===== config.mk =====
export PLATFORM = sky130hd
export DESIGN_NAME = sm3x_msg_expand
export DESIGN_NICKNAME = d
export VERILOG_FILES = /design/src/rtl/sm3x_pkg.sv /design/src/rtl/sm3x_word_gen.sv /design/src/rtl/sm3x_window.sv /design/src/rtl/sm3x_round_ctrl.sv /design/src/rtl/sm3x_msg_expand.sv
export SDC_FILE = /design/constraint.sdc
export NUM_CORES = 1
export LEC_CHECK = 0
export BUFFER_PORTS_ARGS = -buffer_cell sky130_fd_sc_hd__buf_2
export CAP_MARGIN = 10
export CORE_MARGIN = 4
export CORE_UTILIZATION = 47
export DETAILED_ROUTE_END_ITERATION = 6
export PLACE_DENSITY = 0.71
export SYNTH_ARGS = -nofsm -noshare
export SYNTH_HDL_FRONTEND = slang
export SYNTH_SLANG_ARGS = --single-unit

===== constraint.sdc =====
create_clock -name clk_i -period 1.95 [get_ports clk_i]
set_clock_uncertainty 0.2 [all_clocks]
set_input_delay 0.585 -clock clk_i [delete_from_list [all_inputs] [get_ports clk_i]]
set_output_delay 0.585 -clock clk_i [all_outputs]
set_load 0.005 [all_outputs]

===== src/rtl/sm3x_pkg.sv =====
package sm3x_pkg;
  localparam int WORD_W    = 32;
  localparam int WIN_DEPTH = 16;
  localparam int BLOCK_W   = WORD_W * WIN_DEPTH;
  localparam int AHEAD     = 4;
  localparam int P1_ROT_A  = 15;
  localparam int P1_ROT_B  = 23;
  localparam int TAP3_ROT  = 15;
  localparam int TAP13_ROT = 7;

  typedef logic [WORD_W-1:0] word_t;

  function automatic word_t rol(word_t x, int n);
    return (x << n) | (x >> (WORD_W - n));
  endfunction

  function automatic word_t p1(word_t x);
    return x ^ rol(x, P1_ROT_A) ^ rol(x, P1_ROT_B);
  endfunction
endpackage


===== src/rtl/sm3x_word_gen.sv =====
module sm3x_word_gen
  import sm3x_pkg::*;
(
  input  word_t t16_i,
  input  word_t t13_i,
  input  word_t t9_i,
  input  word_t t6_i,
  input  word_t t3_i,
  output word_t new_o
);
  word_t mix;

  always_comb begin
    mix   = t16_i ^ t9_i ^ rol(t3_i, TAP3_ROT);
    new_o = p1(mix) ^ rol(t13_i, TAP13_ROT) ^ t6_i;
  end
endmodule


===== src/rtl/sm3x_window.sv =====
module sm3x_window
  import sm3x_pkg::*;
(
  input  logic               clk_i,
  input  logic               rst_ni,
  input  logic               load_i,
  input  logic [BLOCK_W-1:0] block_i,
  input  logic               shift_i,
  output word_t              win_o [WIN_DEPTH]
);
  // win_q[k] holds W[j+k] for current round j
  word_t win_q  [WIN_DEPTH];
  word_t nxt    [WIN_DEPTH];
  word_t fresh;

  sm3x_word_gen u_gen (
    .t16_i (win_q[0]),
    .t13_i (win_q[3]),
    .t9_i  (win_q[7]),
    .t6_i  (win_q[10]),
    .t3_i  (win_q[13]),
    .new_o (fresh)
  );

  for (genvar k = 0; k < WIN_DEPTH; k++) begin : g_slot
    word_t shifted;
    if (k == WIN_DEPTH - 1) begin : g_tail
      assign shifted = fresh;
    end else begin : g_body
      assign shifted = win_q[k+1];
    end
    assign nxt[k] = load_i  ? block_i[BLOCK_W-1-k*WORD_W -: WORD_W] :
                    shift_i ? shifted : win_q[k];
  end

  always_ff @(posedge clk_i or negedge rst_ni) begin
    if (!rst_ni) begin
      for (int k = 0; k < WIN_DEPTH; k++) win_q[k] <= '0;
    end else begin
      for (int k = 0; k < WIN_DEPTH; k++) win_q[k] <= nxt[k];
    end
  end

  assign win_o = win_q;

  assert_load_head_R2: assert property (@(posedge clk_i) disable iff (!rst_ni)
    load_i |=> win_o[0] == $past(block_i[BLOCK_W-1 -: WORD_W]));

  assert_tail_append_R4: assert property (@(posedge clk_i) disable iff (!rst_ni)
    (shift_i && !load_i) |=> win_o[WIN_DEPTH-1] == $past(fresh));
endmodule


===== src/rtl/sm3x_round_ctrl.sv =====
module sm3x_round_ctrl #(
  parameter int NUM_ROUNDS = 64,
  localparam int RND_W = $clog2(NUM_ROUNDS)
) (
  input  logic             clk_i,
  input  logic             rst_ni,
  input  logic             load_i,
  input  logic             ready_i,
  output logic             valid_o,
  output logic [RND_W-1:0] round_o,
  output logic             done_o,
  output logic             shift_o
);
  localparam logic [RND_W-1:0] LAST = RND_W'(NUM_ROUNDS - 1);

  logic             valid_q, done_q;
  logic [RND_W-1:0] round_q;
  logic             adv, at_last;

  assign adv     = valid_q && ready_i;
  assign at_last = round_q == LAST;
  assign shift_o = adv && !load_i;

  always_ff @(posedge clk_i or negedge rst_ni) begin
    if (!rst_ni) begin
      valid_q <= 1'b0;
      round_q <= '0;
      done_q  <= 1'b0;
    end else begin
      done_q <= shift_o && at_last;
      if (load_i) begin
        valid_q <= 1'b1;
        round_q <= '0;
      end else if (adv) begin
        if (at_last) begin
          valid_q <= 1'b0;
          round_q <= '0;
        end else begin
          round_q <= round_q + RND_W'(1);
        end
      end
    end
  end

  assign valid_o = valid_q;
  assign round_o = round_q;
  assign done_o  = done_q;

  assert_load_start_R8: assert property (@(posedge clk_i) disable iff (!rst_ni)
    load_i |=> (valid_o && round_o == '0 && !done_o));

  assert_round_step_R3: assert property (@(posedge clk_i) disable iff (!rst_ni)
    (valid_o && ready_i && !load_i && round_o != LAST) |=>
      (valid_o && round_o == $past(round_o) + RND_W'(1)));

  assert_stall_hold_R6: assert property (@(posedge clk_i) disable iff (!rst_ni)
    (valid_o && !ready_i && !load_i) |=> (valid_o && $stable(round_o)));

  assert_finish_R7: assert property (@(posedge clk_i) disable iff (!rst_ni)
    (valid_o && ready_i && !load_i && round_o == LAST) |=>
      (done_o && !valid_o && round_o == '0));

  assert_done_excl_R7: assert property (@(posedge clk_i) disable iff (!rst_ni)
    done_o |-> !valid_o);

  assert_idle_ignore_R9: assert property (@(posedge clk_i) disable iff (!rst_ni)
    (!valid_o && !load_i) |=> (!valid_o && !done_o));
endmodule


===== src/rtl/sm3x_msg_expand.sv =====
module sm3x_msg_expand
  import sm3x_pkg::*;
#(
  parameter int NUM_ROUNDS = 64,
  localparam int RND_W = $clog2(NUM_ROUNDS)
) (
  input  logic               clk_i,
  input  logic               rst_ni,
  input  logic               load_i,
  input  logic [BLOCK_W-1:0] block_i,
  input  logic               ready_i,
  output logic               valid_o,
  output logic [RND_W-1:0]   round_o,
  output logic [WORD_W-1:0]  w_o,
  output logic [WORD_W-1:0]  wp_o,
  output logic               done_o
);
  logic  shift;
  word_t win [WIN_DEPTH];

  sm3x_round_ctrl #(.NUM_ROUNDS(NUM_ROUNDS)) u_ctrl (
    .clk_i   (clk_i),
    .rst_ni  (rst_ni),
    .load_i  (load_i),
    .ready_i (ready_i),
    .valid_o (valid_o),
    .round_o (round_o),
    .done_o  (done_o),
    .shift_o (shift)
  );

  sm3x_window u_win (
    .clk_i   (clk_i),
    .rst_ni  (rst_ni),
    .load_i  (load_i),
    .block_i (block_i),
    .shift_i (shift),
    .win_o   (win)
  );

  assign w_o  = win[0];
  assign wp_o = win[0] ^ win[AHEAD];

  assert_stall_words_R6: assert property (@(posedge clk_i) disable iff (!rst_ni)
    (valid_o && !ready_i && !load_i) |=> ($stable(w_o) && $stable(wp_o)));

  assert_shift_order_R3: assert property (@(posedge clk_i) disable iff (!rst_ni)
    (valid_o && ready_i && !load_i) |=> w_o == $past(win[1]));

  assert_pair_ahead_R5: assert property (@(posedge clk_i) disable iff (!rst_ni)
    (valid_o && ready_i && !load_i) |=> (wp_o ^ w_o) == $past(win[AHEAD+1]));
endmodule


==> results of run 1 <==
-- stage by stage --
| step | hold WS [ns] | setup TNS (ns) | total power [mW] | setup slack (ns) | util [%] |
|---|---|---|---|---|---|
| 2_1_floorplan | 0.0894 | 0 | 17.6 | 0.150 | - |
| 3_3_place_gp | 0.244 | -3.52 | 21.8 | -0.120 | 57.4 |
| 3_5_place_dp | 0.243 | -11.63 | 22.0 | -0.136 | 57.4 |
| 4_1_cts | 0.000209 | -13.36 | 34.3 | -0.346 | 68.1 |
| 5_1_grt | 0.000992 | -14.50 | 36.0 | -0.366 | 68.8 |
| 6_report | 0.00872 | -12.19 | 34.9 | -0.314 | 68.8 |
-- flip-flops by register name, indices dropped and copies added (netlist names) --
signal,cells
u_ctrl.done_o,1
u_win.win_o,32
u_win.g_slot.shifted,480
u_ctrl.valid_o,1
u_ctrl.round_o,6
-- kinds of logic after synthesis --
logic type | after synthesis | share of synthesized area (%)
buf+inv | 175 | 3.38
xor+xnor | 196 | 8.41
mux | 480 | 18.7
fa+ha+maj | 1 | 0.0486
simple gates | 530 | 8.28
compound gates | 549 | 10.7
flops | 520 | 50.5
-- what timing repair did --
item,in CTS,in global routing
endpoints found under the setup margin,75,87
cloned,0,0
gates resized for setup,141,56
setup buffers,81,16
hold buffers,273,2
hold endpoints to repair,495,2
pin swaps,28,30
-- placed cells by master, fill, tap and decap left out, types with 5 or more instances in the layout --
cell type	netlist	routed
clkinv_2	0	10
dfrtp_1	520	477
buf_4	47	234
nand2_1	486	485
o21ai_0	85	85
xnor3_1	24	9
buf_2	24	549
buf_12	0	41
mux2i_1	480	480
dlygate4sd3_1	0	275
a21oi_1	35	35
clkbuf_8	0	17
xor2_4	0	5
xor2_1	34	17
xnor2_2	0	36
dfrtp_2	0	43
xnor3_2	8	23
clkbuf_1	99	8
clkbuf_16	0	56
buf_6	1	70
xnor2_1	130	94
o21ai_1	426	424
nor3b_1	32	32
xor2_2	0	12
bufinv_16	0	6
-- how the worst max path moves through the flow --
| stage | start | slack [ns] | to | cells after the start |
|---|---|---|---|---|
| finish | u_win.win_o[502] | -0.31 | wp_o[22] | 3 |
| global route | u_win.win_o[482] | -0.37 | wp_o[2] | 3 |
| floorplan | load_i | 0.15 | u_win.g_slot[14].shifted[21] | 7 |
| global placement | ready_i | -0.12 | u_win.g_slot[14].shifted[17] | 7 |
| CTS | u_win.win_o[502] | -0.35 | wp_o[22] | 3 |
| detailed placement | ready_i | -0.14 | u_win.g_slot[14].shifted[17] | 7 |
-- power breakdown --
group | internal (mW) | switching (mW)
sequential | 12.1 | 1.44
combinational | 5.11 | 4.92
clock | 6.71 | 4.64
total | 23.9 | 11.0
-- metal layers --
layer / vias up / wire length, um
met5: - / 21
met4: 4 / 6860
met3: 311 / 8520
met2: 1291 / 51500
met1: 11760 / 43700
li1: 10527 / -
-- area by class of cell --
| cell class | count | area [um2] |
|---|---|---|
| Multi-Input combinational cell | 1756 | 12400 |
| Sequential cell | 520 | 13100 |
| Fill cell | 3935 | 16900 |
| Antenna cell | 4 | 10.0 |
| Tap cell | 696 | 871 |
| Clock buffer | 81 | 1670 |
| Timing Repair Buffer | 1172 | 8910 |
| Clock inverter | 22 | 287 |
-- critical path: stages (launching register included) --
cell and delay [ns]:
dfrtp_2 0.43, buf_6 0.13, xor2_4 0.16, buf_2 0.14
==> impl_metrics.csv, run 1 <==
group,metric,value,unit
placed_design,dp.cells,3795,
logic_synthesis,synth_cell_types,26,
timing,fmax,0.442,GHz
power_and_ir_drop,power.density,940,nW/um2
logic_synthesis,ys_seq_area_share,50.5,%
drt,wl,111000,um
drt,wire_per_inst,26.0,um
clock_tree,clk_latency,0.62,ns
grt,top_usage_layer,"met2",
drt,final_antenna_net_count,0,
grt,antenna_found_initial,5,
logic_synthesis,yosys_warnings,0,
grt,grt_pass1_wl,160000,um
timing,period_needed,2.26,ns
placed_design,dpl_cell_area,31000,um2
die,pin_count,588,
die,chipWidth,242,um
setup_path,cp_max_fo,2,
logic_synthesis,synthArstFlopShare,100,%
grt,grtUsageMet3,7.22,%
worst_hold_path,hp-class,"primary input to flip-flop",
setup_path,cp-start-kind,"flip-flop",
drt,drtIter0Drc,2167,
final_layout,instances_no_fill,4251,
logic_synthesis,synth.most_common_cell,"dfrtp_1",
timing,setup_viol,69,
grt,grtUsageTotal,36.7,%
clock_tree,htree_levels,2,
die,row_count,85,
drt,drc,0,
placed_design,numPortBuffers,587,
drt,vias,23893,
die,die_h,242,um
final_layout,final_nets,4022,
die,core-area,54000,um2
die,initial_core_util,47.7,%
logic_synthesis,synth_nets,2968,
logic_synthesis,synth-seq-cells,520,
timing,rsz0062_at_grt,"yes",
logic_synthesis,synth_edf_count,0,
clock_tree,clk_pin_slew,0.06,ns
setup_path,required,1.16,ns
logic_synthesis,synth_top_area_cell,"dfrtp_1",
clock_tree,clock_path_buffers,3,
grt,grt_use_met2,59.0,%
drt,drt_pre_antenna_iters,5,
logic_synthesis,yosys-top-cells-area,"dfrtp_1 51%, mux2i_1 19%, o21ai_1 8.3%",
placed_design,routabilityCongestion,0.952,
setup_path,cp.arrival,1.48,ns
clock_tree,cts-root-buf,"clkbuf_16",
status,violations,"setup timing",
logic_synthesis,synthTopCellsByCount,"520 x dfrtp_1, 486 x nand2_1, 480 x mux2i_1",
grt,grtUsageMet1,46.9,%
setup_path,criticalPathCategory,"flip-flop to primary output",
status,outcome,"finished, violations left",
timing,hold_viol,0,
final_layout,areaGrowthSynthToFinish,44.3,%
timing,slew_violations,0,
clock_tree,cts_made_buffers,55,
grt,grt_max_degree,88,
logic_synthesis,netlist_area,25800,um2
clock_tree,cts.sinks,520,
worst_hold_path,min_from,"block_i[200]",
worst_hold_path,holdPathStages,3,
grt,grt_pass1_vias,24853,
logic_synthesis,postSynthAreaPerCell,10.5,um2
logic_synthesis,synth_top_area_share,50.5,%
setup_path,rrSetupSlack,-0.12,ns
setup_path,r2r_cells,8,
timing,tightest_slew,0.558,ns
timing,slew_headroom,62.8,%
timing,setup_ws,-0.314,ns
grt,overflow,0,
power_and_ir_drop,ir_drop,0.760,mV
worst_hold_path,hold-path-endpoint,"u_win.g_slot[8].shifted[8]",
die,die_area,58600,um2
final_layout,finalInstanceArea,37200,um2
logic_synthesis,syn_inst,2451,
setup_path,r2r_end,"u_win.g_slot[14].shifted[17]",
timing,timing.final.crit_share,116,%
drt,vias_per_cell,5.62,
clock_tree,cts_tree,"done",
run,cap_violations,0,
setup_path,r2r-start,"u_win.win_o[506]",
final_layout,drive_gt1_share,31.5,%
placed_design,hpwl,83800,um
power_and_ir_drop,p_leak,18.3,nW
setup_path,crit_path_end_kind,"primary output",
logic_synthesis,synth-main-ff-cell,"dfrtp_1",
Note: power is estimated with default switching activity, not from simulation.
==> run 2, diff against run 1 <==
--- a/config.mk
+++ b/config.mk
@@ -7,7 +7,7 @@
 export LEC_CHECK = 0
 export BUFFER_PORTS_ARGS = -buffer_cell sky130_fd_sc_hd__buf_2
 export CAP_MARGIN = 10
-export CORE_MARGIN = 4
+export CORE_MARGIN = 3
 export CORE_UTILIZATION = 47
 export DETAILED_ROUTE_END_ITERATION = 6
 export PLACE_DENSITY = 0.71
==> run 2 against run 1 <==
- the run still ends with setup timing left
- fmax fell by 0.75%
- highest routed layer unchanged
- combinational power hardly changed
- die area fell by 1.6%
- clock power shrank 8%
- global-route usage increased by 1.3 points
- worst hold slack better by 0.0012 ns
- utilization rose by 1.0 points
- sequential share of layout area down 0.51 points
- sequential power is essentially flat
- via count increased by 2.4%
- largest cell class unchanged
- register-to-register slack gained 0.08 ns
==> impl_metrics.csv, run 2 (synthesis results as in run 1) <==
group,metric,value,unit
status,outcome,"finished, violations left",
status,violations,"setup timing",
grt,grt_max_degree,74,
timing,setup_viol,74,
grt,grt_pass1_wl,159000,um
clock_tree,cts_tree,"done",
clock_tree,clock_path_buffers,3,
setup_path,criticalPathCategory,"flip-flop to primary output",
power_and_ir_drop,switching_power,10.9,mW
grt,overflow,0,
final_layout,final_cell_mix,"552 x buf_2, 485 x nand2_1, 474 x mux2i_1, 474 x dfrtp_1, 423 x o21ai_1",
timing,period_needed,2.28,ns
placed_design,numPortBuffers,587,
clock_tree,clk_pin_slew,0.06,ns
final_layout,layout_commonest_cell,"buf_2",
timing,slew_violations,0,
placed_design,routabilityCongestion,0.987,
setup_path,cp_max_fo,2,
worst_hold_path,hp-class,"primary input to flip-flop",
placed_design,dpl_cell_area,31300,um2
drt,final_antenna_net_count,0,
die,pin_count,588,
final_layout,drive_gt1_share,31.8,%
worst_hold_path,min_from,"block_i[120]",
die,row_count,85,
drt,drt_pre_antenna_iters,6,
clock_tree,htree_levels,2,
run,cap_violations,0,
grt,grt_pass1_vias,24959,
drt,drc,0,
drt,wire_per_inst,26.0,um
setup_path,required,1.16,ns
power_and_ir_drop,power.density,906,nW/um2
final_layout,finalInstanceArea,37700,um2
timing,fmax,0.438,GHz
setup_path,crit_path_start,"u_win.win_o[487]",
power_and_ir_drop,internal_power,23.3,mW
power_and_ir_drop,p_sw_share,32.0,%
power_and_ir_drop,ir_drop,0.719,mV
timing,setup_ws,-0.332,ns
placed_design,hpwl,83400,um
setup_path,crit_path_end_kind,"primary output",
drt,vias,24457,
power_and_ir_drop,clkPwrFrac,30.3,%
final_layout,final_nets,4082,
timing,rsz0062_at_grt,"yes",
grt,antenna_found_initial,4,
drt,drtIter0Drc,2377,
setup_path,cp-start-kind,"flip-flop",
timing,slew_headroom,69.5,%
setup_path,cp.arrival,1.50,ns
power_and_ir_drop,power_frac_seq,39.7,%
die,chipWidth,240,um
setup_path,r2r-start,"u_win.win_o[507]",
clock_tree,clk_latency,0.63,ns
die,die_area,57600,um2
timing,tightest_slew,0.454,ns
drt,vias_per_cell,5.68,
clock_tree,cts-root-buf,"clkbuf_16",
clock_tree,cts.sinks,520,
power_and_ir_drop,combPwrFrac,30.0,%
final_layout,areaGrowthSynthToFinish,46.5,%
clock_tree,cts_made_buffers,55,
final_layout,largest_reg_flops,480,
drt,wl,112000,um
timing,timing.final.crit_share,117,%
die,initial_core_util,47.7,%
placed_design,dp_slack,-0.120,ns
die,core-area,54000,um2
grt,grtUsageTotal,38.0,%
timing,setup_tns,-12.52,ns
timing,hold_viol,0,
power_and_ir_drop,p_leak,18.6,nW
die,die_h,240,um
-- run 2: changes by cell type in the layout (fill, tap and decap cells not counted), sizes merged --
cell         before  now
dlygate4sd3     275  308
buf             897  924
clkinvlp          3    2
clkinv           11    7
bufinv            6    1
clkbuf           81   85
-- run 2: final cells by class --
class | count | area (um2)
repair buffers | 1232 | 9640
clock inverters | 12 | 109
well taps | 696 | 871
fillers | 3841 | 16300
multi-input cells | 1756 | 12400
flip-flops and latches | 520 | 13100
diodes | 4 | 10.0
clock buffers | 85 | 1620
-- run 2: per-layer routing --
layer	GRT usage, %	routed length, um
met1	48.5	42900
met2	62.8	53100
met3	6.79	9220
met4	18.7	6680
met5	0	13
-- run 2: timing repair --
action                                  in CTS  in global routing
resized for setup                          127                 89
gates cloned                                 0                  0
buffers inserted                            87                 22
hold buffers                               308                  0
pin swaps                                   27                 39
endpoints found under the setup margin      77                 92
hold endpoints to repair                   419                  0
-- run 2: per-stage QoR --
stage / hold WS, ns / std cells / total power [mW] / utilization (%)
2_1_floorplan: 0.0894 / 2451 / 17.6 / -
3_3_place_gp: 0.275 / 3811 / 21.9 / 58.0
3_5_place_dp: 0.279 / 3811 / 22.1 / 58.0
4_1_cts: 0.0000137 / 4289 / 33.4 / 68.9
5_1_grt: 0.00584 / 4302 / 35.3 / 69.8
6_report: 0.00990 / 4305 / 34.2 / 69.8
-- run 2: power by group through the flow --
stage | logic (mW) | registers, mW | clock network (mW)
global placement | 8.23 | 13.7 | 0
global route | 10.8 | 13.6 | 10.8
finish | 10.3 | 13.6 | 10.4
detailed placement | 8.38 | 13.7 | 0
floorplan | 4.64 | 13.0 | 0
CTS | 9.51 | 13.5 | 10.4
-- run 2: worst max-delay path, cell delays in order (launching register included) --
cell and delay, ns:
dfrtp_1 0.41, buf_6 0.14, xor2_2 0.18, buf_2 0.16
-- run 2: path summary, 6_finish.rpt --
path,endpoint,slack (ns),cells past startpoint
setup / recovery,wp_o[7],-0.33,3
hold / removal,u_win.g_slot[11].shifted[24],0.01,3
setup reg to reg,u_win.g_slot[14].shifted[10],-0.04,8
hold reg to reg,u_win.g_slot[13].shifted[5],0.35,2
max in group asynchronous,u_win.win_o[511],0.51,4
min in group asynchronous,u_win.g_slot[10].shifted[1],0.22,2
